===== src/rtl/sfc_pkg.sv =====
package sfc_pkg;
   localparam int unsigned FIELD_W = 32;
   localparam int unsigned LEN_W   = 6;

   typedef enum logic [2:0] {
      FMT_T8   = 3'd0,
      FMT_R16  = 3'd1,
      FMT_R24  = 3'd2,
      FMT_T32  = 3'd3,
      FMT_FL12 = 3'd4
   } fmt_e;

   localparam logic [LEN_W-1:0] LEN_T8   = 6'd8;
   localparam logic [LEN_W-1:0] LEN_R16  = 6'd16;
   localparam logic [LEN_W-1:0] LEN_R24  = 6'd24;
   localparam logic [LEN_W-1:0] LEN_T32  = 6'd32;
   localparam logic [LEN_W-1:0] LEN_FL12 = 6'd12;
endpackage


===== src/rtl/sfc_round.sv =====
module sfc_round #(
   parameter int unsigned IN_W     = 32,
   parameter int unsigned RES_W    = 16,
   parameter bit          SATURATE = 1'b1
) (
   input  logic [IN_W-1:0]  x,
   output logic [RES_W-1:0] r
);
   localparam int unsigned HALF_POS = IN_W - RES_W - 1;

   if (RES_W < 2 || RES_W >= IN_W) begin : g_bad_w
      $error("sfc_round: RES_W must lie between 2 and IN_W-1");
   end

   logic [IN_W:0]  half_c;
   logic [IN_W:0]  sum;
   logic [RES_W:0] top;
   logic           ovf;

   assign half_c = (IN_W+1)'(1) << HALF_POS;
   assign sum    = {x[IN_W-1], x} + half_c;
   assign top    = sum[IN_W -: RES_W+1];
   assign ovf    = top[RES_W] ^ top[RES_W-1];

   if (SATURATE) begin : g_sat
      assign r = ovf ? {1'b0, {(RES_W-1){1'b1}}} : top[RES_W-1:0];
   end else begin : g_wrap
      assign r = top[RES_W-1:0];
   end

   always_comb begin
      if (SATURATE && (x[IN_W-1] == 1'b0))
         AST_NO_OVERFLOW: assert (r[RES_W-1] == 1'b0);
   end
endmodule


===== src/rtl/sfc_float.sv =====
module sfc_float #(
   parameter int unsigned IN_W   = 32,
   parameter int unsigned MANT_W = 8,
   parameter int unsigned EXP_W  = 4
) (
   input  logic [IN_W-1:0]   x,
   output logic [MANT_W-1:0] mant,
   output logic [EXP_W-1:0]  expo
);
   localparam int unsigned MAX_SH = (1 << EXP_W) - 1;

   if (MAX_SH + MANT_W > IN_W) begin : g_bad_w
      $error("sfc_float: shift range plus mantissa exceeds the sample width");
   end

   logic [IN_W-1:0]  shifted;
   logic [EXP_W-1:0] cnt;

   always_comb begin
      logic done;
      cnt  = '0;
      done = 1'b0;
      for (int i = 1; i <= MAX_SH; i++) begin
         if (!done && (x[IN_W-1-i] == x[IN_W-1]))
            cnt = cnt + EXP_W'(1);
         else
            done = 1'b1;
      end
   end

   assign shifted = x << cnt;
   assign mant    = shifted[IN_W-1 -: MANT_W];
   assign expo    = cnt;

   always_comb begin
      if (expo != EXP_W'(MAX_SH))
         AST_FLOAT_NORM: assert (mant[MANT_W-1] != mant[MANT_W-2]);
      AST_FLOAT_SIGN: assert (mant[MANT_W-1] == x[IN_W-1]);
   end
endmodule


===== src/rtl/sfc_top.sv =====
module sfc_top
   import sfc_pkg::*;
#(
   parameter int unsigned IN_W   = 32,
   parameter int unsigned MANT_W = 8,
   parameter int unsigned EXP_W  = 4
) (
   input  logic              clk,
   input  logic              rst_n,
   input  logic              i_vld,
   input  logic [IN_W-1:0]   i_sample,
   input  logic [2:0]        i_fmt,
   output logic              o_vld,
   output logic [FIELD_W-1:0] o_word,
   output logic [LEN_W-1:0]  o_len
);
   localparam int unsigned FL_W = MANT_W + EXP_W;

   if (IN_W < FIELD_W) begin : g_bad_in
      $error("sfc_top: IN_W must be at least the 32-bit field width");
   end
   if (FL_W > FIELD_W) begin : g_bad_fl
      $error("sfc_top: float code wider than the field");
   end

   logic [15:0]        r16;
   logic [23:0]        r24;
   logic [MANT_W-1:0]  fl_mant;
   logic [EXP_W-1:0]   fl_exp;
   logic [FIELD_W-1:0] nxt_word;
   logic [LEN_W-1:0]   nxt_len;
   fmt_e               fsel;

   sfc_round #(.IN_W(IN_W), .RES_W(16), .SATURATE(1'b1)) u_r16 (.x(i_sample), .r(r16));
   sfc_round #(.IN_W(IN_W), .RES_W(24), .SATURATE(1'b1)) u_r24 (.x(i_sample), .r(r24));
   sfc_float #(.IN_W(IN_W), .MANT_W(MANT_W), .EXP_W(EXP_W)) u_fl (
      .x(i_sample), .mant(fl_mant), .expo(fl_exp));

   assign fsel = fmt_e'(i_fmt);

   always_comb begin
      case (fsel)
         FMT_T8: begin
            nxt_word = {i_sample[IN_W-1 -: 8], 24'd0};
            nxt_len  = LEN_T8;
         end
         FMT_R16: begin
            nxt_word = {r16, 16'd0};
            nxt_len  = LEN_R16;
         end
         FMT_R24: begin
            nxt_word = {r24, 8'd0};
            nxt_len  = LEN_R24;
         end
         FMT_FL12: begin
            nxt_word = {fl_mant, fl_exp, {(FIELD_W-FL_W){1'b0}}};
            nxt_len  = LEN_FL12;
         end
         default: begin
            nxt_word = i_sample[IN_W-1 -: FIELD_W];
            nxt_len  = LEN_T32;
         end
      endcase
   end

   always_ff @(posedge clk) begin
      if (!rst_n) begin
         o_vld  <= 1'b0;
         o_word <= '0;
         o_len  <= '0;
      end else begin
         o_vld <= i_vld;
         if (i_vld) begin
            o_word <= nxt_word;
            o_len  <= nxt_len;
         end
      end
   end

   AST_VLD_RISE: assert property (@(posedge clk) disable iff (!rst_n)
      i_vld |=> o_vld);
   AST_VLD_FALL: assert property (@(posedge clk) disable iff (!rst_n)
      !i_vld |=> !o_vld);
   AST_HOLD_IDLE: assert property (@(posedge clk) disable iff (!rst_n)
      !i_vld |=> ($stable(o_word) && $stable(o_len)));
   AST_LEN_LEGAL: assert property (@(posedge clk) disable iff (!rst_n)
      o_vld |-> (o_len == LEN_T8 || o_len == LEN_R16 || o_len == LEN_R24 ||
                 o_len == LEN_T32 || o_len == LEN_FL12));
   AST_PAD_T8: assert property (@(posedge clk) disable iff (!rst_n)
      (o_vld && o_len == LEN_T8) |-> (o_word[23:0] == 24'd0));
   AST_PAD_FL: assert property (@(posedge clk) disable iff (!rst_n)
      (o_vld && o_len == LEN_FL12) |-> (o_word[FIELD_W-FL_W-1:0] == '0));
endmodule


===== config.mk =====
export PLATFORM = sky130hd
export DESIGN_NAME = sfc_top
export DESIGN_NICKNAME = d
export VERILOG_FILES = /design/src/rtl/sfc_pkg.sv /design/src/rtl/sfc_round.sv /design/src/rtl/sfc_float.sv /design/src/rtl/sfc_top.sv
export SDC_FILE = /design/constraint.sdc
export NUM_CORES = 1
export LEC_CHECK = 0
export CORE_MARGIN = 2
export CORE_UTILIZATION = 30
export CTS_BUF_LIST = sky130_fd_sc_hd__clkbuf_4
export DETAILED_ROUTE_END_ITERATION = 10
export DONT_BUFFER_PORTS = 1
export REMOVE_ABC_BUFFERS = 1
export SLEW_MARGIN = 20
export SYNTH_ARGS = -nofsm -noshare
export SYNTH_HDL_FRONTEND = slang
export SYNTH_SLANG_ARGS = --single-unit

===== constraint.sdc =====
create_clock -name clk -period 18 [get_ports clk]
set_input_delay 5.4 -clock clk [delete_from_list [all_inputs] [get_ports clk]]
set_output_delay 5.4 -clock clk [all_outputs]
set_load 0.05 [all_outputs]

* Word level (Yosys, flattened, before mapping)
Index checks and enable logic that the tools add are counted.
** Storage, ports and cells
- Input bits :: 38
- Output and inout bits :: 39
- Bits in latches :: 0
- Memories kept :: 0
- Word-level logic and storage cells :: 101
- Register bits after elaboration :: 39
- Bits in read-only memories :: 0
- Memory bits (writable) :: 0
** Cells by class
- Multiply operators :: 0
- Reduce and logical (&&, ||, !) cells :: 28
- Mux-type cells :: 33
- Add/subtract/negate cells :: 16
- Eq/ne operators :: 18
- Order comparisons :: 0
- Shifts and indexed selects :: 1
- Bitwise logic cells :: 2
- Divide/modulo/power cells :: 0
** Operators by type and width (number)
- $pmux W32 S4 :: 1
- $add A4 B1 Y4 const B :: 14
- $mux W4 :: 14
- $add A32 B17 Y33 const B :: 1
- $add A32 B9 Y33 const B :: 1
- $shl A32 B4 Y32 :: 1
- $mux W24 :: 1
- $pmux W6 S4 :: 1
- $mux W16 :: 1
- $eq A1 B1 Y1 :: 15
- $mux W1 :: 15
- $logic_and A1 B1 Y1 :: 14
- $logic_not A1 Y1 :: 13
- $eq A3 B1 Y1 const B :: 1
- $eq A3 B2 Y1 const B :: 1
- $eq A3 B3 Y1 const B :: 1
- $logic_not A3 Y1 :: 1
- $xor A1 B1 Y1 :: 2

* Logic depth before layout (Yosys ltp)
Gate-level depths: netlist of the first run.
- Depth after elaboration :: 44
- Mapped depth :: 54
- Mapped depth without buffers :: 50

* Hierarchy
A second synthesis of the first run with hierarchy kept.
** Second synthesis, totals
- Cell total of the unflattened synthesis :: 745
- Area total of the unflattened synthesis :: 5625.4 sq um
** Modules (own cells, without submodules)
- sfc_float :: area an instance 2601.2 sq um, times used 1, seq. area each 0.0 sq um, cells each 366
- sfc_top :: area an instance 1869.3 sq um, times used 1, seq. area each 740.7 sq um, cells each 208
- sfc_round at u_r24 :: area an instance 630.6 sq um, times used 1, seq. area each 0.0 sq um, cells each 97
- sfc_round at u_r16 :: area an instance 524.3 sq um, times used 1, seq. area each 0.0 sq um, cells each 74

* Least setup slack after synthesis of the first run
Ideal clock, no wire load.
- Path type :: input to register
- Start point :: input i_sample[28]
- End point :: register o_word[27]
- Data arrival time :: 14.549 ns
- Path buffers :: 4
- Stages on the path :: 52
- Required time :: 17.926 ns
- Setup time :: 0.074 ns
- Setup slack :: 3.377 ns
- Cell sequence :: clkbuf_1 > clkbuf_1 > nor2_1 > a211oi_1 > ha_1 > a21o_1 > and2_1 > ha_1 > mux2_2 > ha_1 > o22ai_1 > a21oi_1 > ha_1 > nand2_1 > o31ai_1 > ha_1 > nor2_1 > nor2_1 > (+16 left out) > ha_1 > nor3b_1 > nor3_1 > o21ai_0 > a21o_4 > buf_6 > nor2_1 > ha_1 > inv_1 > or3_1 > a21oi_1 > xnor2_1 > a21o_1 > mux2i_4 > buf_2 > nand2_1 > a2111o_1 > a31oi_1
** Between the ends
- Cells in the longest elaborated chain, start to end :: 41
- Elaborated cells between the ends (all ways) :: 71
- Classes of those cells :: add/sub: 14; eq/ne: 1; shift: 1; mux: 28; bitwise: 2; reduce/logical: 25
** Ends and longest elaborated chain
- from (decl) :: RTL line sfc_top.sv:11 : input logic [IN_W-1:0] i_sample,
- branches (longest 40 deep; another with $add A4 B1 Y4)
- $pmux W32 S4 * :: RTL line sfc_top.sv:42 : case (fsel)
- to (signal assigned) :: RTL line sfc_top.sv:74 : o_word <= nxt_word;
- to (decl) :: RTL line sfc_top.sv:14 : output logic [FIELD_W-1:0] o_word,
Every way passes the cells marked *.
A chain may end at the register's enable or synchronous reset.

* Worst setup path in the final report of the first run
- Start point :: input i_sample[30]
- End point :: register o_word[29]
** Between the ends
- Cells in the longest elaborated chain, start to end :: 44
- Elaborated cells between the ends (all ways) :: 79
- Classes of those cells :: add/sub: 16; eq/ne: 1; shift: 1; mux: 32; bitwise: 2; reduce/logical: 27
** Ends and longest elaborated chain (RTL line)
- branches (longest 43 deep; another with $add A4 B1 Y4)
- $pmux W32 S4 * :: sfc_top.sv:42
Marked as above.

==> impl_metrics.env, run 1 <==
export IMPL_cts_hold_buf=0
export IMPL_regArea_sq_um=741
export IMPL_yosysTopAreaCellShare_pct=13.7
export IMPL_top_usage_layer="met2"
export IMPL_finalNonFillerCells=917
export IMPL_drc=0
export IMPL_yosys_top_cells_area="dfxtp_1, mux2i_1, nand2_1"
export IMPL_gp_congestion=0.856
export IMPL_drtPass1Iterations=5
export IMPL_met3_usage_pct=3.33
export IMPL_clock_path_buffers=2
export IMPL_wire_per_inst_um=18.6
export IMPL_timing_critical_path_slowest_stage_cell="mux2i_4"
export IMPL_slew_headroom_pct=31.1
export IMPL_wl_um=17100
export IMPL_grt_max_degree=50
export IMPL_routed_via_density=5.99
export IMPL_final_max_slew_viol_count=0
export IMPL_fillers=1953
export IMPL_fin_skew_ns=0
export IMPL_end_kind="flop"
export IMPL_synth_distinct_cells=98
export IMPL_netlist_area_sq_um=5400
export IMPL_p_leak_nw=1.92
export IMPL_ys_ff_latch=37
export IMPL_cts_repair_resized=0
export IMPL_status="finished, final reports clean"
export IMPL_yosys_warnings=0
export IMPL_critPathKind="input port to flop"
export IMPL_dp_cells=909
export IMPL_synth_edf_count=0
export IMPL_dpl_hpwl_um=12300
export IMPL_coreArea_sq_um=17800
export IMPL_fp_dieH_um=138
export IMPL_start_util_pct=30.3
export IMPL_async_reset_ff_share_pct=0
export IMPL_clk_pin_slew_ns=0.13
export IMPL_yosys_most_used_dff="dfxtp_1"
export IMPL_rows=49
export IMPL_ys_seq_area_share_pct=13.7
export IMPL_post_route_period_util_pct=84.2
export IMPL_h_tree_depth=2
export IMPL_design_die_area_sq_um=19100
export IMPL_antennaDiodeCount=0
export IMPL_track_usage_pct=17.0
export IMPL_hold_viol_final=0
export IMPL_grt_pass1_wl_um=27300
export IMPL_multiInputGateArea_sq_um=4260
export IMPL_grt_pass1_vias=5000
export IMPL_layout_min_cycle_time_ns=15.15
export IMPL_synth_top_cell_by_area="dfxtp_1"
export IMPL_cts_tree="built"
export IMPL_netlist_instances=743
export IMPL_fin_tns_setup_ns=0
export IMPL_post_cts_buffers=0
export IMPL_met1_usage_pct=23.2
export IMPL_drt_iter0_drc=429
export IMPL_critPathMaxFanout=23
export IMPL_cp_common_cell="ha_1"
export IMPL_grt_setup_unrepaired="false"
export IMPL_fp_dieW_um=138
export IMPL_grt_overflow=0
export IMPL_io_buffers=0
export IMPL_vdd_ir_drop_max_mv=0.0403
export IMPL_cp_data_required_time_ns=18.27
export IMPL_clk_latency_ns=0.36
export IMPL_cts_root_buf="clkbuf_4"
export IMPL_cts_buffers=5
export IMPL_cpPeakStageDelay_ns=0.62
export IMPL_tightest_slew_ns=1.02
export IMPL_antenna_left=0
export IMPL_nets=742
export IMPL_p_per_area_nw_per_um2=55.2
export IMPL_hp_class="flop to flop"
export IMPL_synthToLayoutAreaGrowth_pct=1.16
export IMPL_ioPinCount=77
export IMPL_cp_arrival_ns=15.43
export IMPL_startpoint_type="input port"
export IMPL_drv_cap=0
export IMPL_num_vias=5489
export IMPL_antenna_found_initial=0
export IMPL_drive_gt1_share_pct=7.99
export IMPL_clock_fmax_mhz=66.0
export IMPL_gr_usage_met2_pct=28.1
export IMPL_setup_viol=0
export IMPL_synth_avg_cell_area_sq_um=7.26
export IMPL_clock_sinks=37
[state kept, by name, indices dropped and copies added, names as in the netlist]
signal,count
o_word,32
o_len,4
o_vld,1
[layout by cell type (no fill, tap or decap), types with 9 or more instances in the layout]
cell type and count:
mux2i_1 38, a21o_1 9, nor3_1 18, xnor2_1 15
nand2b_1 9, inv_1 17, o21ai_0 49, a221oi_1 14
a21boi_0 16, a21oi_1 51, ha_1 17, nor2b_1 15
and3_1 14, xor2_1 11, nand2_1 76, nand3_1 36
nor2_1 58, dfxtp_1 37
[critical path: cells and delay by family]
kind | cells | cell delay [ns]
buffers and inverters | 3 | 0.16
adder cells (fa/ha/maj) | 13 | 3.94
AO/OA/AOI/OAI | 12 | 2.20
AND/OR/NAND/NOR | 13 | 1.93
XOR/XNOR | 1 | 0.16
multiplexers | 5 | 1.65
[metrics by stage]
| step | utilization, % | hold slack (ns) | setup slack (ns) | area, sq um | power [mW] |
|---|---|---|---|---|---|
| 2_1_floorplan | - | 0.666 | 3.32 | 5060 | 0.202 |
| 3_3_place_gp | 30.1 | 0.695 | 2.81 | 5360 | 0.224 |
| 4_1_cts | 30.7 | 0.738 | 2.88 | 5460 | 0.302 |
| 3_5_place_dp | 30.1 | 0.719 | 2.53 | 5360 | 0.225 |
| 5_1_grt | 30.7 | 0.767 | 2.06 | 5460 | 0.318 |
| 6_report | 30.7 | 0.731 | 2.85 | 5460 | 0.301 |
[path summary, 6_finish.rpt]
check / startpoint / endpoint / slack, ns / cells after the start
hold reg to reg: o_len[5]$_SDFFE_PN0P_ / o_len[5]$_SDFFE_PN0P_ / 0.73 / 2
setup reg to reg: o_word[29]$_SDFFE_PN0P_ / o_word[29]$_SDFFE_PN0P_ / 16.44 / 4
hold / removal: o_len[5]$_SDFFE_PN0P_ / o_len[5]$_SDFFE_PN0P_ / 0.73 / 2
setup / recovery: i_sample[30] / o_word[29]$_SDFFE_PN0P_ / 2.85 / 47
[final cells by class]
type | count | share of cell area, %
flip-flops and latches | 37 | 13.6
clock buffers | 5 | 0.688
inverters | 17 | 1.17
clock inverters | 3 | 1.19
well taps | 229 | 5.25
repair buffers | 1 | 0.138
multi-input cells | 625 | 78.0
[metal layers]
metal	vias to the layer above	routed length (um)
met5	-	0
met4	0	231
met3	19	1240
met2	203	7980
met1	2634	7630
li1	2633	-
[cells by family (layout without fill, tap and decap cells)]
logic type	count (synthesis)	after routing	synth area share (%)
xor gates and xnor gates	30	30	5.64
buffers and inverters	82	26	7.44
AOI/OAI and AO/OA	241	241	31.9
adders and majority gates	17	17	3.94
muxes	49	49	9.76
and+or+nand+nor	286	286	27.5
other	1	2	0.0695
DFF	37	37	13.7
[synth_stat cells (8+ instances only)]
library cell and n:
o21ai_0 49, a221oi_1 14, a21o_1 9, nand3_1 36, xnor2_1 15, nand2b_1 9, xor2_1 11, nand2_1 76
nor2b_1 15, dfxtp_1 37, or3_1 8, nor3_1 18, nor2_1 58, buf_2 8, mux2i_1 38, a21oi_1 51
buf_6 8, clkbuf_1 36, mux2_2 8, a21boi_0 16, and3_1 14, inv_1 17, ha_1 17
[power by group]
group	leakage, nW	switching, mW	internal (mW)
Combinational	1.56	0.0653	0.0497
Sequential	0.305	0.0228	0.0872
Clock	0.0552	0.0333	0.0430
Power figures use the tool's default switching activity.
==> run 2, diff against run 1 <==
clock period = 14.4 ns   (was 18 ns; I/O delays follow)
==> run 2 against run 1 <==
  * Setup slack worse by 2.1 ns
  * Largest power group unchanged
  * Wire length down 0.20%
  * Critical path type unchanged
  * Worst hold slack lost 0.0014 ns
  * Register-to-register slack worse by 3.6 ns
  * Clock power up 24%
  * Clock skew unchanged
  * Via count up 0.56%
  * Non-clock buffer count grew 6
  * Global-route usage rose by 0.11 points
  * Highest routed layer unchanged
==> impl_metrics.env, run 2 (synthesized netlist as in run 1, its figures left out) <==
export IMPL_nets=749
export IMPL_grt_pass1_wl_um=27600
export IMPL_critPathTopFamily="adder cells"
export IMPL_antenna_left=0
export IMPL_layout_min_cycle_time_ns=13.64
export IMPL_tightest_slew_ns=1.04
export IMPL_antennaDiodeCount=0
export IMPL_drv_cap=0
export IMPL_critPathKind="input port to flop"
export IMPL_switchingPower_mw=0.152
export IMPL_power_frac_seq_pct=36.4
export IMPL_cts_root_buf="clkbuf_4"
export IMPL_clock_fmax_mhz=73.3
export IMPL_fillers=1945
export IMPL_layout_common_cells="nand2_1, nor2_1, a21oi_1"
export IMPL_reg2reg_from="o_word[29]$_SDFFE_PN0P_"
export IMPL_clk_pin_slew_ns=0.12
export IMPL_gp_congestion=0.850
export IMPL_clock_path_buffers=2
export IMPL_hold_viol_final=0
export IMPL_status="finished, final reports clean"
export IMPL_sw_frac_of_total_pct=40.1
export IMPL_worstReg2RegEnd="o_word[29]$_SDFFE_PN0P_"
export IMPL_dp_slack_ns=0.190
export IMPL_timing_critical_path_slowest_stage_cell="or4_1"
export IMPL_grt_pass1_vias=5050
export IMPL_cts_buffers=5
export IMPL_wl_um=17000
export IMPL_hold_path_startpoint="o_len[5]$_SDFFE_PN0P_"
export IMPL_track_usage_pct=17.2
export IMPL_p_leak_nw=1.96
export IMPL_clk_latency_ns=0.35
export IMPL_cp_common_cell="ha_1"
export IMPL_fin_tns_setup_ns=0
export IMPL_fp_dieW_um=138
export IMPL_coreArea_sq_um=17800
export IMPL_reg2reg_slack_ns=12.88
export IMPL_rows=49
export IMPL_drt_iter0_drc=578
export IMPL_cp_data_required_time_ns=14.66
export IMPL_whs_path_depth=2
export IMPL_fin_area_sq_um=5540
export IMPL_post_route_period_util_pct=94.7
export IMPL_cpPeakStageDelay_ns=0.40
export IMPL_clock_sinks=37
export IMPL_final_max_slew_viol_count=0
export IMPL_placed_area_sq_um=5370
export IMPL_drive_gt1_share_pct=9.35
export IMPL_p_comb_share_pct=38.6
export IMPL_wire_per_inst_um=18.4
export IMPL_p_per_area_nw_per_um2=68.2
export IMPL_slew_headroom_pct=30.3
export IMPL_drtPass1Iterations=5
export IMPL_hp_class="flop to flop"
export IMPL_drc=0
export IMPL_r2r_cells=4
export IMPL_final_common_cell="nand2_1"
export IMPL_setup_viol=0
export IMPL_h_tree_depth=2
export IMPL_dpl_hpwl_um=12200
export IMPL_crit_buf_inv=5
export IMPL_fin_skew_ns=0
export IMPL_dp_cells=911
export IMPL_cp_depth=50
export IMPL_antenna_found_initial=0
export IMPL_grt_max_degree=50
export IMPL_grt_overflow=0
export IMPL_internal_power_mw=0.226
export IMPL_startpoint="i_sample[31]"
export IMPL_design_die_area_sq_um=19100
export IMPL_critPathMaxFanout=49
export IMPL_cp_arrival_ns=13.91
export IMPL_clkPwrFrac_pct=25.0
export IMPL_cts_hold_buf=0
export IMPL_end_kind="flop"
export IMPL_startpoint_type="input port"
export IMPL_synthToLayoutAreaGrowth_pct=2.67
export IMPL_finalNonFillerCells=924
export IMPL_vdd_ir_drop_max_mv=0.0335
export IMPL_worst_slack_ns=0.758
export IMPL_largest_reg_flops=32
export IMPL_largest_register="o_word"
export IMPL_io_buffers=0
export IMPL_num_vias=5520
export IMPL_fp_dieH_um=138
export IMPL_reg_largest_list="o_word (32), o_len (4), o_vld (1)"
export IMPL_grt_setup_unrepaired="false"
export IMPL_start_util_pct=30.3
export IMPL_hold_end="o_len[5]$_SDFFE_PN0P_"
export IMPL_routed_via_density=5.97
export IMPL_cts_tree="built"
export IMPL_ioPinCount=77
run 2: power groups by stage:
stage,logic [mW],clock network (mW),registers (mW)
floorplan,0.115,0,0.138
global placement,0.141,0,0.140
detailed placement,0.142,0,0.140
CTS,0.142,0.0960,0.138
global route,0.161,0.100,0.138
finish,0.146,0.0946,0.137
run 2: area by class of cell:
type	count	area [sq um]	share of cell area [%]
Tap cell	229	287	5.17
Sequential cell	37	741	13.4
Inverter	17	63.8	1.15
Timing Repair Buffer	7	52.6	0.949
Multi-Input combinational cell	626	4290	77.5
Clock inverter	3	65.1	1.17
Clock buffer	5	37.5	0.678
run 2: how the worst max path moves through the flow:
stage	slack [ns]	end
6_report	0.76	o_word[29]$_SDFFE_PN0P_
5_1_grt	0.03	o_word[29]$_SDFFE_PN0P_
4_1_cts	0.54	o_word[29]$_SDFFE_PN0P_
3_5_place_dp	0.19	o_word[29]$_SDFFE_PN0P_
3_3_place_gp	0.44	o_word[29]$_SDFFE_PN0P_
2_1_floorplan	0.80	o_word[29]$_SDFFE_PN0P_
run 2: worst min-delay path: cells and delay by family, from the launching register on:
kind / cells / cell delay [ns]
AND/OR/NAND/NOR: 1 / 0.13
flip-flops: 1 / 0.49
AO/OA/AOI/OAI: 1 / 0.08
run 2: layer usage:
layer	track usage (%)	vias up	share of wire, %
li1	-	2658	-
met1	23.9	2671	46
met2	28.3	172	46
met3	2.63	19	6.1
met4	3.33	0	1.3
met5	0	-	0
run 2: metrics by stage:
step / utilization (%) / total power [mW] / hold WS (ns)
6_report: 31.2 / 0.378 / 0.730
5_1_grt: 31.2 / 0.400 / 0.776
4_1_cts: 30.8 / 0.376 / 0.735
3_5_place_dp: 30.2 / 0.282 / 0.717
3_3_place_gp: 30.2 / 0.281 / 0.695
2_1_floorplan: - / 0.252 / 0.666
run 2: what timing repair did:
action                                  4_1_cts  5_1_grt
endpoints found under the setup margin        0        9
buffers inserted                              0        4
resized for setup                             0        4
